==> src/rtl/frac_mul_r4_pkg.sv <==
package frac_mul_r4_pkg;
    timeunit 1ns;
    timeprecision 1ps;

    typedef enum logic [1:0] {
        ST_IDLE = 2'd0,
        ST_STEP = 2'd1,
        ST_FIN  = 2'd2
    } mul_state_e;

    typedef enum logic [1:0] {
        NRM_KEEP   = 2'd0,
        NRM_RIGHT2 = 2'd1,
        NRM_LEFT2  = 2'd2
    } nrm_case_e;

    typedef logic signed [2:0] bdigit_t;

    typedef struct packed {
        bdigit_t digit;   // signed multiple of the operand for this step
        logic    quad;    // step also consumes the following zero digit
    } step_ctl_t;

    // radix-4 recoding of a bit pair plus the bit beneath it
    function automatic bdigit_t booth_digit(input logic hi, input logic lo, input logic below);
        bdigit_t v;
        unique case ({hi, lo, below})
            3'b000, 3'b111: v = 3'sd0;
            3'b001, 3'b010: v = 3'sd1;
            3'b011:         v = 3'sd2;
            3'b100:         v = -3'sd2;
            default:        v = -3'sd1;
        endcase
        return v;
    endfunction

    function automatic logic trio_equal(input logic [2:0] t);
        return (t == 3'b000) || (t == 3'b111);
    endfunction
endpackage

==> src/rtl/frac_mul_r4_recode.sv <==
module frac_mul_r4_recode
    import frac_mul_r4_pkg::*;
(
    input  logic [3:0] q_low,
    input  logic       carry,
    input  logic       two_left,
    output step_ctl_t  ctl
);
    timeunit 1ns;
    timeprecision 1ps;

    always_comb begin
        ctl.digit = booth_digit(q_low[1], q_low[0], carry);
        // next digit is zero exactly when bits 3..1 agree
        ctl.quad  = two_left && trio_equal(q_low[3:1]);
    end
endmodule

==> src/rtl/frac_mul_r4_core.sv <==
module frac_mul_r4_core
    import frac_mul_r4_pkg::*;
#(
    parameter int FW = 45
) (
    input  logic            clk,
    input  logic            rst,
    input  logic            load,
    input  logic            step_en,
    input  logic [FW-1:0]   a_frac,
    input  logic [FW-1:0]   m_frac,
    output logic            last_step,
    output logic [2*FW-1:0] prod2
);
    timeunit 1ns;
    timeprecision 1ps;

    localparam int N   = (FW + 1) / 2;
    localparam int QW  = 2 * N;
    localparam int HW  = FW + 3;
    localparam int PPW = HW + QW;
    localparam int CW  = $clog2(N + 1);

    logic signed [PPW-1:0] pp;
    logic [QW-1:0]         q;
    logic                  carry;
    logic [CW-1:0]         cnt;
    logic [QW-1:0]         q_init;
    step_ctl_t             ctl;

    logic signed [HW-1:0]  m_ext;
    logic signed [HW-1:0]  mult;
    logic signed [HW-1:0]  hi_sum;
    logic signed [PPW-1:0] joined;
    logic signed [PPW-1:0] shifted;

    frac_mul_r4_recode u_rec (
        .q_low   (q[3:0]),
        .carry   (carry),
        .two_left(cnt >= CW'(2)),
        .ctl     (ctl)
    );

    generate
        if (QW > FW) begin : g_pad
            assign q_init = {{(QW-FW){a_frac[FW-1]}}, a_frac};
        end else begin : g_fit
            assign q_init = a_frac;
        end
    endgenerate

    assign m_ext = HW'($signed(m_frac));

    always_comb begin
        unique case (ctl.digit)
            3'sd1:   mult = m_ext;
            -3'sd1:  mult = -m_ext;
            3'sd2:   mult = m_ext <<< 1;
            -3'sd2:  mult = -(m_ext <<< 1);
            default: mult = '0;
        endcase
        hi_sum  = $signed(pp[PPW-1 -: HW]) + mult;
        joined  = $signed({hi_sum, pp[QW-1:0]});
        shifted = ctl.quad ? (joined >>> 4) : (joined >>> 2);
    end

    always_ff @(posedge clk) begin
        if (rst) begin
            pp    <= '0;
            q     <= '0;
            carry <= 1'b0;
            cnt   <= '0;
        end else if (load) begin
            pp    <= '0;
            q     <= q_init;
            carry <= 1'b0;
            cnt   <= CW'(N);
        end else if (step_en) begin
            pp    <= shifted;
            q     <= ctl.quad ? {{4{q[QW-1]}}, q[QW-1:4]} : {{2{q[QW-1]}}, q[QW-1:2]};
            carry <= ctl.quad ? q[3] : q[1];
            cnt   <= cnt - (ctl.quad ? CW'(2) : CW'(1));
        end
    end

    assign last_step = (cnt == (ctl.quad ? CW'(2) : CW'(1)));
    assign prod2     = pp[2*FW-1:0];

    AST_LOAD_INIT: assert property (@(posedge clk) disable iff (rst)
        load |=> (cnt == CW'(N)) && !carry && (pp == '0));
    AST_STEP_LIVE: assert property (@(posedge clk) disable iff (rst)
        step_en |-> (cnt != '0));
    AST_CNT_DROP: assert property (@(posedge clk) disable iff (rst)
        step_en |=> (cnt == $past(cnt) - CW'(1)) || (cnt == $past(cnt) - CW'(2)));
    AST_TAIL_PAIR: assert property (@(posedge clk) disable iff (rst)
        (step_en && cnt == CW'(1)) |=> (cnt == '0));
endmodule

==> src/rtl/frac_mul_r4_norm.sv <==
module frac_mul_r4_norm
    import frac_mul_r4_pkg::*;
#(
    parameter int FW = 45,
    parameter int EW = 8
) (
    input  logic [2*FW-1:0] prod2,
    input  logic [EW-1:0]   ea,
    input  logic [EW-1:0]   em,
    output logic [2*FW-2:0] frac_o,
    output logic [EW-1:0]   exp_o,
    output logic            ovf_o,
    output logic            unf_o
);
    timeunit 1ns;
    timeprecision 1ps;

    localparam int PW     = 2 * FW - 1;
    localparam int SW     = EW + 2;
    localparam int EMAX_I = (1 << (EW - 1)) - 1;
    localparam int EMIN_I = -(1 << (EW - 1));

    nrm_case_e             ncase;
    logic                  plus_one;
    logic                  keep;
    logic [PW-1:0]         frac_n;
    logic signed [SW-1:0]  adj;
    logic signed [SW-1:0]  esum;
    logic signed [SW-1:0]  eadj;

    always_comb begin
        plus_one = (prod2[2*FW-1:2*FW-2] == 2'b01);
        keep     = (prod2 == '0) || !trio_equal(prod2[2*FW-2 -: 3]);
        if (plus_one)  ncase = NRM_RIGHT2;
        else if (keep) ncase = NRM_KEEP;
        else           ncase = NRM_LEFT2;

        unique case (ncase)
            NRM_RIGHT2: begin
                frac_n = {prod2[2*FW-1], prod2[2*FW-1:2]};
                adj    = SW'(1);
            end
            NRM_LEFT2: begin
                frac_n = {prod2[PW-3:0], 2'b00};
                adj    = -SW'(1);
            end
            default: begin
                frac_n = prod2[PW-1:0];
                adj    = '0;
            end
        endcase

        esum  = SW'($signed(ea)) + SW'($signed(em));
        eadj  = esum + adj;
        ovf_o = 1'b0;
        unf_o = 1'b0;
        frac_o = frac_n;
        exp_o  = eadj[EW-1:0];
        if (eadj > SW'(EMAX_I)) begin
            ovf_o = 1'b1;
            exp_o = EW'(EMAX_I);
        end else if (eadj < SW'(EMIN_I)) begin
            unf_o  = 1'b1;
            frac_o = '0;
            exp_o  = EW'(EMIN_I);
        end
    end
endmodule

==> src/rtl/frac_mul_r4.sv <==
module frac_mul_r4
    import frac_mul_r4_pkg::*;
#(
    parameter int FRAC_W = 45,
    parameter int EXP_W  = 8
) (
    input  logic                  clk,
    input  logic                  rst,
    input  logic                  start,
    input  logic [FRAC_W-1:0]     acc_frac,
    input  logic [EXP_W-1:0]      acc_exp,
    input  logic [FRAC_W-1:0]     opnd_frac,
    input  logic [EXP_W-1:0]      opnd_exp,
    output logic                  done,
    output logic [2*FRAC_W-2:0]   prod_frac,
    output logic [EXP_W-1:0]      prod_exp,
    output logic                  ovf
);
    timeunit 1ns;
    timeprecision 1ps;

    localparam logic [EXP_W-1:0] EXP_MAX = {1'b0, {(EXP_W-1){1'b1}}};
    localparam logic [EXP_W-1:0] EXP_MIN = {1'b1, {(EXP_W-1){1'b0}}};

    mul_state_e              state;
    logic                    load;
    logic                    step_en;
    logic                    last_step;
    logic [2*FRAC_W-1:0]     prod2;
    logic [2*FRAC_W-2:0]     n_frac;
    logic [EXP_W-1:0]        n_exp;
    logic                    n_ovf;
    logic                    n_unf;

    assign load    = (state == ST_IDLE) && start;
    assign step_en = (state == ST_STEP);

    frac_mul_r4_core #(.FW(FRAC_W)) u_core (
        .clk      (clk),
        .rst      (rst),
        .load     (load),
        .step_en  (step_en),
        .a_frac   (acc_frac),
        .m_frac   (opnd_frac),
        .last_step(last_step),
        .prod2    (prod2)
    );

    frac_mul_r4_norm #(.FW(FRAC_W), .EW(EXP_W)) u_norm (
        .prod2 (prod2),
        .ea    (acc_exp),
        .em    (opnd_exp),
        .frac_o(n_frac),
        .exp_o (n_exp),
        .ovf_o (n_ovf),
        .unf_o (n_unf)
    );

    always_ff @(posedge clk) begin
        if (rst) begin
            state     <= ST_IDLE;
            done      <= 1'b0;
            prod_frac <= '0;
            prod_exp  <= '0;
            ovf       <= 1'b0;
        end else begin
            done <= 1'b0;
            unique case (state)
                ST_IDLE: if (start) state <= ST_STEP;
                ST_STEP: if (last_step) state <= ST_FIN;
                ST_FIN: begin
                    prod_frac <= n_frac;
                    prod_exp  <= n_exp;
                    ovf       <= n_ovf;
                    done      <= 1'b1;
                    state     <= ST_IDLE;
                end
                default: state <= ST_IDLE;
            endcase
        end
    end

    AST_DONE_PULSE: assert property (@(posedge clk) disable iff (rst)
        done |=> !done);
    AST_RESULT_HOLD: assert property (@(posedge clk) disable iff (rst)
        (state != ST_FIN) |=> $stable(prod_frac) && $stable(prod_exp) && $stable(ovf));
    AST_OVF_CLAMP: assert property (@(posedge clk) disable iff (rst)
        (done && ovf) |-> (prod_exp == EXP_MAX));
    AST_UNF_FLUSH: assert property (@(posedge clk) disable iff (rst)
        (state == ST_FIN && n_unf) |=> (prod_frac == '0) && (prod_exp == EXP_MIN) && !ovf);
    AST_FIN_ORDER: assert property (@(posedge clk) disable iff (rst)
        (state == ST_FIN) |-> ($past(state) == ST_STEP));
endmodule

==> config.mk <==
export PLATFORM = sky130hd
export DESIGN_NAME = frac_mul_r4
export DESIGN_NICKNAME = d
export VERILOG_FILES = /design/src/rtl/frac_mul_r4_pkg.sv /design/src/rtl/frac_mul_r4_recode.sv /design/src/rtl/frac_mul_r4_core.sv /design/src/rtl/frac_mul_r4_norm.sv /design/src/rtl/frac_mul_r4.sv
export SDC_FILE = /design/constraint.sdc
export NUM_CORES = 1
export LEC_CHECK = 0
export ABC_AREA = 1
export BUFFER_PORTS_ARGS = -buffer_cell sky130_fd_sc_hd__buf_2
export CORE_ASPECT_RATIO = 1.5
export CORE_UTILIZATION = 55
export DETAILED_ROUTE_END_ITERATION = 7
export PLACE_DENSITY = 0.81
export SETUP_SLACK_MARGIN = 0.05
export SLEW_MARGIN = 10
export SYNTH_ARGS = -nofsm -noshare
export SYNTH_HDL_FRONTEND = slang
export SYNTH_SLANG_ARGS = --single-unit
==> constraint.sdc <==
create_clock -name clk -period 2.9 [get_ports clk]
set_input_delay 0.29 -clock clk [delete_from_list [all_inputs] [get_ports clk]]
set_output_delay 0.29 -clock clk [all_outputs]
set_load 0.005 [all_outputs]
==> reports/qor.csv, run 1 <==
metric,value,unit
status,did not finish,
Failed at,5_1_grt,
Run Error,[ERROR GRT-0232] Routing congestion too high. Check the congestion heatmap in the GUI.,
post-synth cell types,50,
syn nets,3562,
placed cells,4414,
Yosys top cell area share,24.16,%
"Top FF cell, synth",dfxtp_1,
synthesized area,20300,um2
clock root cell,clkbuf_16,
dpl ws,-1.073,ns
All-Layer GR Usage,51.73,%
Yosys Warn Count,0,
chip height,237.3,um
I/O pin cnt,208,
IO buf count,207,
CTS buffer count,25,
largest net degree at the start of global routing,146,
Synth Instances,3382,
clock sink total,245,
"FF+latch count, synth",245,
GRT Residual Overflow,7,
Die X-Extent,158.9,um
Mean Syn Cell Area,6.003,um2
placer congestion estimate,1.062,
worst endpoint type,register input,
Yosys top cell by area,dfxtp_1,
clk buf depth,3,
effective utilization at floorplan,56.14,%
synth top area cells,"dfxtp_1, nand2_1, inv_1",
asr flop ratio synth,0,%
row count,85,
sequential share of the synthesized area,24.16,%
CTS H-tree depth,1,
number of flops mapped to enable cells by yosys,0,
Area after DPL,25620,um2
post-GRT worst EP,u_core.pp[85]$_SDFFE_PP0P_/D,
dpl hpwl,54720,um
-- logic make-up after synthesis --
kind of cell    Yosys count  share of synthesized area, %
xor+xnor                 57                         2.459
fa+ha+maj                71                         4.524
simple gates           1617                         35.90
flops                   245                         24.16
buf+inv                 752                         14.42
compound gates          640                         18.55
-- through the flow --
stage               hold WS, ns  setup TNS [ns]
floorplan                0.4566          -2.439
global placement         0.4489          -60.50
detailed placement       0.4522          -65.45
CTS                   0.0003316          -24.20
-- timing repair --
| action | CTS |
|---|---|
| gates resized for setup | 354 |
| setup endpoints to repair | 143 |
| gates cloned | 9 |
| hold buffers | 9 |
| buffers inserted | 47 |
| pin swaps | 175 |
| hold endpoints to repair | 9 |
-- synth_stat cells, types with 3 or more instances --
cell	count
a21o_1	11
a21oi_1	215
a221oi_1	5
a22oi_1	30
a31oi_1	50
buf_1	13
buf_2	29
buf_6	9
clkbuf_1	139
clkinv_1	3
dfxtp_1	245
fa_1	4
ha_1	67
inv_1	553
inv_2	6
nand2_1	852
nand2_2	5
nand2_4	4
nand3_1	303
nand3_2	5
nand3b_1	10
nand4_1	208
nor2_1	172
nor2_2	8
nor2_4	6
nor3_1	29
o2111ai_1	7
o211ai_1	60
o21ai_0	189
o21ai_1	5
o21ai_2	3
o21bai_1	42
o221ai_1	12
o22ai_1	3
or2_2	6
xnor2_1	21
xor2_1	36
-- routing by layer --
layer / global-route usage, % / GRT overflow
met1: 51.42 / 0
met2: 81.98 / 3
met3: 20.69 / 0
met4: 49.33 / 4
met5: 1.429 / 0
==> inputs of run 2 (changes only) <==
CORE_ASPECT_RATIO = not set   (was 1.5)
CORE_UTILIZATION = 40   (was 55)
PLACE_DENSITY = not set   (was 0.81)
PLACE_DENSITY_LB_ADDON = 0.15   (was not set)
SETUP_SLACK_MARGIN = not set   (was 0.05)
clock period = 3.8 ns   (was 2.9 ns; I/O delays follow)
==> run 2 against run 1 <==
Against the previous run: synthesized cell count did not move; the run now ends clean; synthesized area did not move.
==> reports/qor.csv, run 2 <==
metric,value,unit,change
# nets final,3848,,
drt wl/cell,17.06,um,
critical path capture point type,flop,,
beginning of the worst register-to-register path,u_core.q[0],,
RR Endpoint,u_core.pp[73],,
Final Cell Area,24410,um2,
CTS buffer count,30,,+20%
dpl ws,-0.3025,ns,+0.7706 ns
Highest Clock Rate,276.9,MHz,
final worst slack,0.1885,ns,
pwr dens,488.6,nW/um2,
CORE AREA,50070,um2,
asr flop ratio synth,0,%,unchanged
most frequent cells in the layout,"nand2_1, inv_1, nand3_1, dfxtp_1, buf_4",,
TritonRoute pass-1 iters,6,,
maximum vdd drop,0.0004259,V,
CP startpoint,u_core.q[0],,
max_cap viols,0,,
CTS tree,done,,
largest net degree at the start of global routing,137,,
max-slew violations,0,,
effective utilization at floorplan,40.55,%,-16 points
synthesized area,20300,um2,unchanged
placer congestion estimate,0.9817,,-7.5%
Remaining DRCs,0,,
sequential share of the synthesized area,24.16,%,unchanged
Tmin final,3.612,ns,
Synth Instances,3382,,unchanged
Least-Margin Pin Slew,1.090,ns,
PnR Total Power,11930,uW,
Hold Slack,0.05825,ns,
row count,82,,-3.5%
number of flops mapped to enable cells by yosys,0,,unchanged
critical path launch point type,flop,,
via count,23384,,
Hold Path Class,in -> reg,,
Yosys top cell area share,24.16,%,unchanged
CTS H-tree depth,1,,unchanged
worst-path fanout max,17,,
wire length on met1,34980,um,
IO buf count,207,,unchanged
Worst-path clk slew,0.06,ns,
Antenna Cells,0,,
met3 WL,4030,um,
clock root cell,clkbuf_16,,
post-synth cell types,50,,unchanged
"Period Utilization, post-route",95.04,%,
Mean Syn Cell Area,6.003,um2,unchanged
reg2reg setup slack,0.19,ns,
"FF+latch count, synth",245,,unchanged
wire length on met2,33480,um,
Hold Fails Final Rpt,0,,
via/cell ratio,5.365,,
r2r worst-path depth,19,,
Largest regs,"u_core.pp (92), prod_frac (89), u_core.q (46)",,
initial antenna violation count,0,,
Worst-Skew Late Latency,0.59,ns,
clk buf depth,3,,unchanged
crit path DAT,4.08,ns,
"Top FF cell, synth",dfxtp_1,,
"count leader, synth",nand2_1,,
"top cells by count, synth","nand2_1, inv_1, nand3_1",,
status,completed,,
share of layout cells above drive strength 1,15.62,%,
GRT Residual Overflow,0,,
first-pass GRT wire length,115900,um,
clock sink total,245,,unchanged
CP required,4.27,ns,
routed wire length,74360,um,
syn nets,3562,,unchanged
Yosys top cell by area,dfxtp_1,,
skew final,0.02237,ns,
dpl hpwl,56970,um,+4.1%
area grow syn2layout,20.25,%,
synth top area cells,"dfxtp_1, nand2_1, inv_1",,
max reg flops,92,,
die area,51660,um2,
Fill cells,5403,,
Final setup viols,0,,
"commonest non-fill, non-tap cell in the layout",nand2_1,,
Rel. slew slack,27.17,%,
initial DRC count,2086,,
vias in the first global route,21139,,
highest routed layer,met4,,
Area after DPL,23300,um2,-9.0%
unrepaired setup endpoints after global routing,yes,,
Die X-Extent,227.3,um,+43%
Biggest register,u_core.pp,,
Yosys Warn Count,0,,unchanged
kind of critical path,reg -> reg,,
I/O pin cnt,208,,unchanged
CP Capture Point,u_core.pp[73],,
chip height,227.3,um,-4.2%
DRT antenna net count,0,,
Pleak,0.01249,uW,
All-Layer GR Usage,28.08,%,
==> run 2: cell counts after synthesis <==
No cell type changed its count.
==> run 2: kinds of logic (layout without fill, tap and decap cells) <==
logic type	Yosys count	after routing	synth area share, %
DFF	245	245	24.16
xor gates and xnor gates	57	57	2.459
buffers and inverters	752	1057	14.42
AOI/OAI and AO/OA	640	640	18.55
adders and majority gates	71	71	4.524
and+or+nand+nor	1617	1617	35.90
==> run 2: worst min path at each step <==
stage,start,endpoint,slack (ns),cells after the start
after global routing,acc_frac[3],u_core.q[3],0.06,3
after floorplan,u_core.cnt[4],u_core.cnt[4],0.46,2
after CTS,acc_frac[1],u_core.q[1],0.04,3
after global placement,prod_frac[20],prod_frac[20],0.45,2
after detailed placement,prod_frac[18],prod_frac[18],0.45,2
final,acc_frac[0],u_core.q[0],0.06,3
==> run 2: what timing repair did <==
action | CTS | global route
pin swaps | 0 | 2
setup buffers | 0 | 1
gates resized for setup | 1 | 25
hold buffers | 0 | 0
endpoints found under the hold margin | 0 | 0
endpoints found under the setup margin | 1 | 46
==> run 2: cell type report <==
cell class,instances,area (um2),share of cell area (%)
Clock buffer,43,899.6,3.685
Timing Repair Buffer,444,2925,11.98
Tap cell,672,840.8,3.444
Inverter,562,2121,8.688
Clock inverter,8,98.84,0.4049
Sequential cell,245,4906,20.10
Multi-Input combinational cell,2385,12620,51.70
==> run 2: worst max-delay path, stage by stage (launching register included) <==
cell and delay, ns:
dfxtp_2 0.35, nor2_2 0.22, inv_1 0.08, nor2_2 0.17, inv_2 0.18, o221ai_1 0.48
ha_1 0.38, nand2_1 0.15, inv_1 0.07, a21oi_1 0.15, nand2_1 0.21, nand2_1 0.11
nand2_1 0.18, nand2_1 0.16, nand2_1 0.06, nand2_1 0.06, nand2_1 0.08, nand2_1 0.07
nand3_1 0.07, a21oi_1 0.22
==> run 2: per-layer routing <==
| layer | track usage (%) | up-vias |
|---|---|---|
| met3 | 1.988 | 77 |
| met1 | 40.15 | 10854 |
| li1 | - | 11755 |
| met5 | 0 | - |
| met4 | 7.274 | 0 |
| met2 | 45.36 | 698 |
==> run 2: metrics by stage <==
stage               TNS [ns]  instances  utilization [%]
finish                     0       4359            48.76
global route        -0.02983       4359            48.76
CTS                        0       4358            48.55
detailed placement    -1.982       4307            46.55
global placement      -1.908       4307            46.55
floorplan                  0       3382                -
==> run 2: report_power, final <==
group	leakage (uW)	switching, uW	total (uW)	internal, uW
combinational	0.0100	3860	6030	2160
sequential	0.00199	218	3020	2800
clock	0.000487	1180	2880	1700
(Power assumes the default switching activity.)
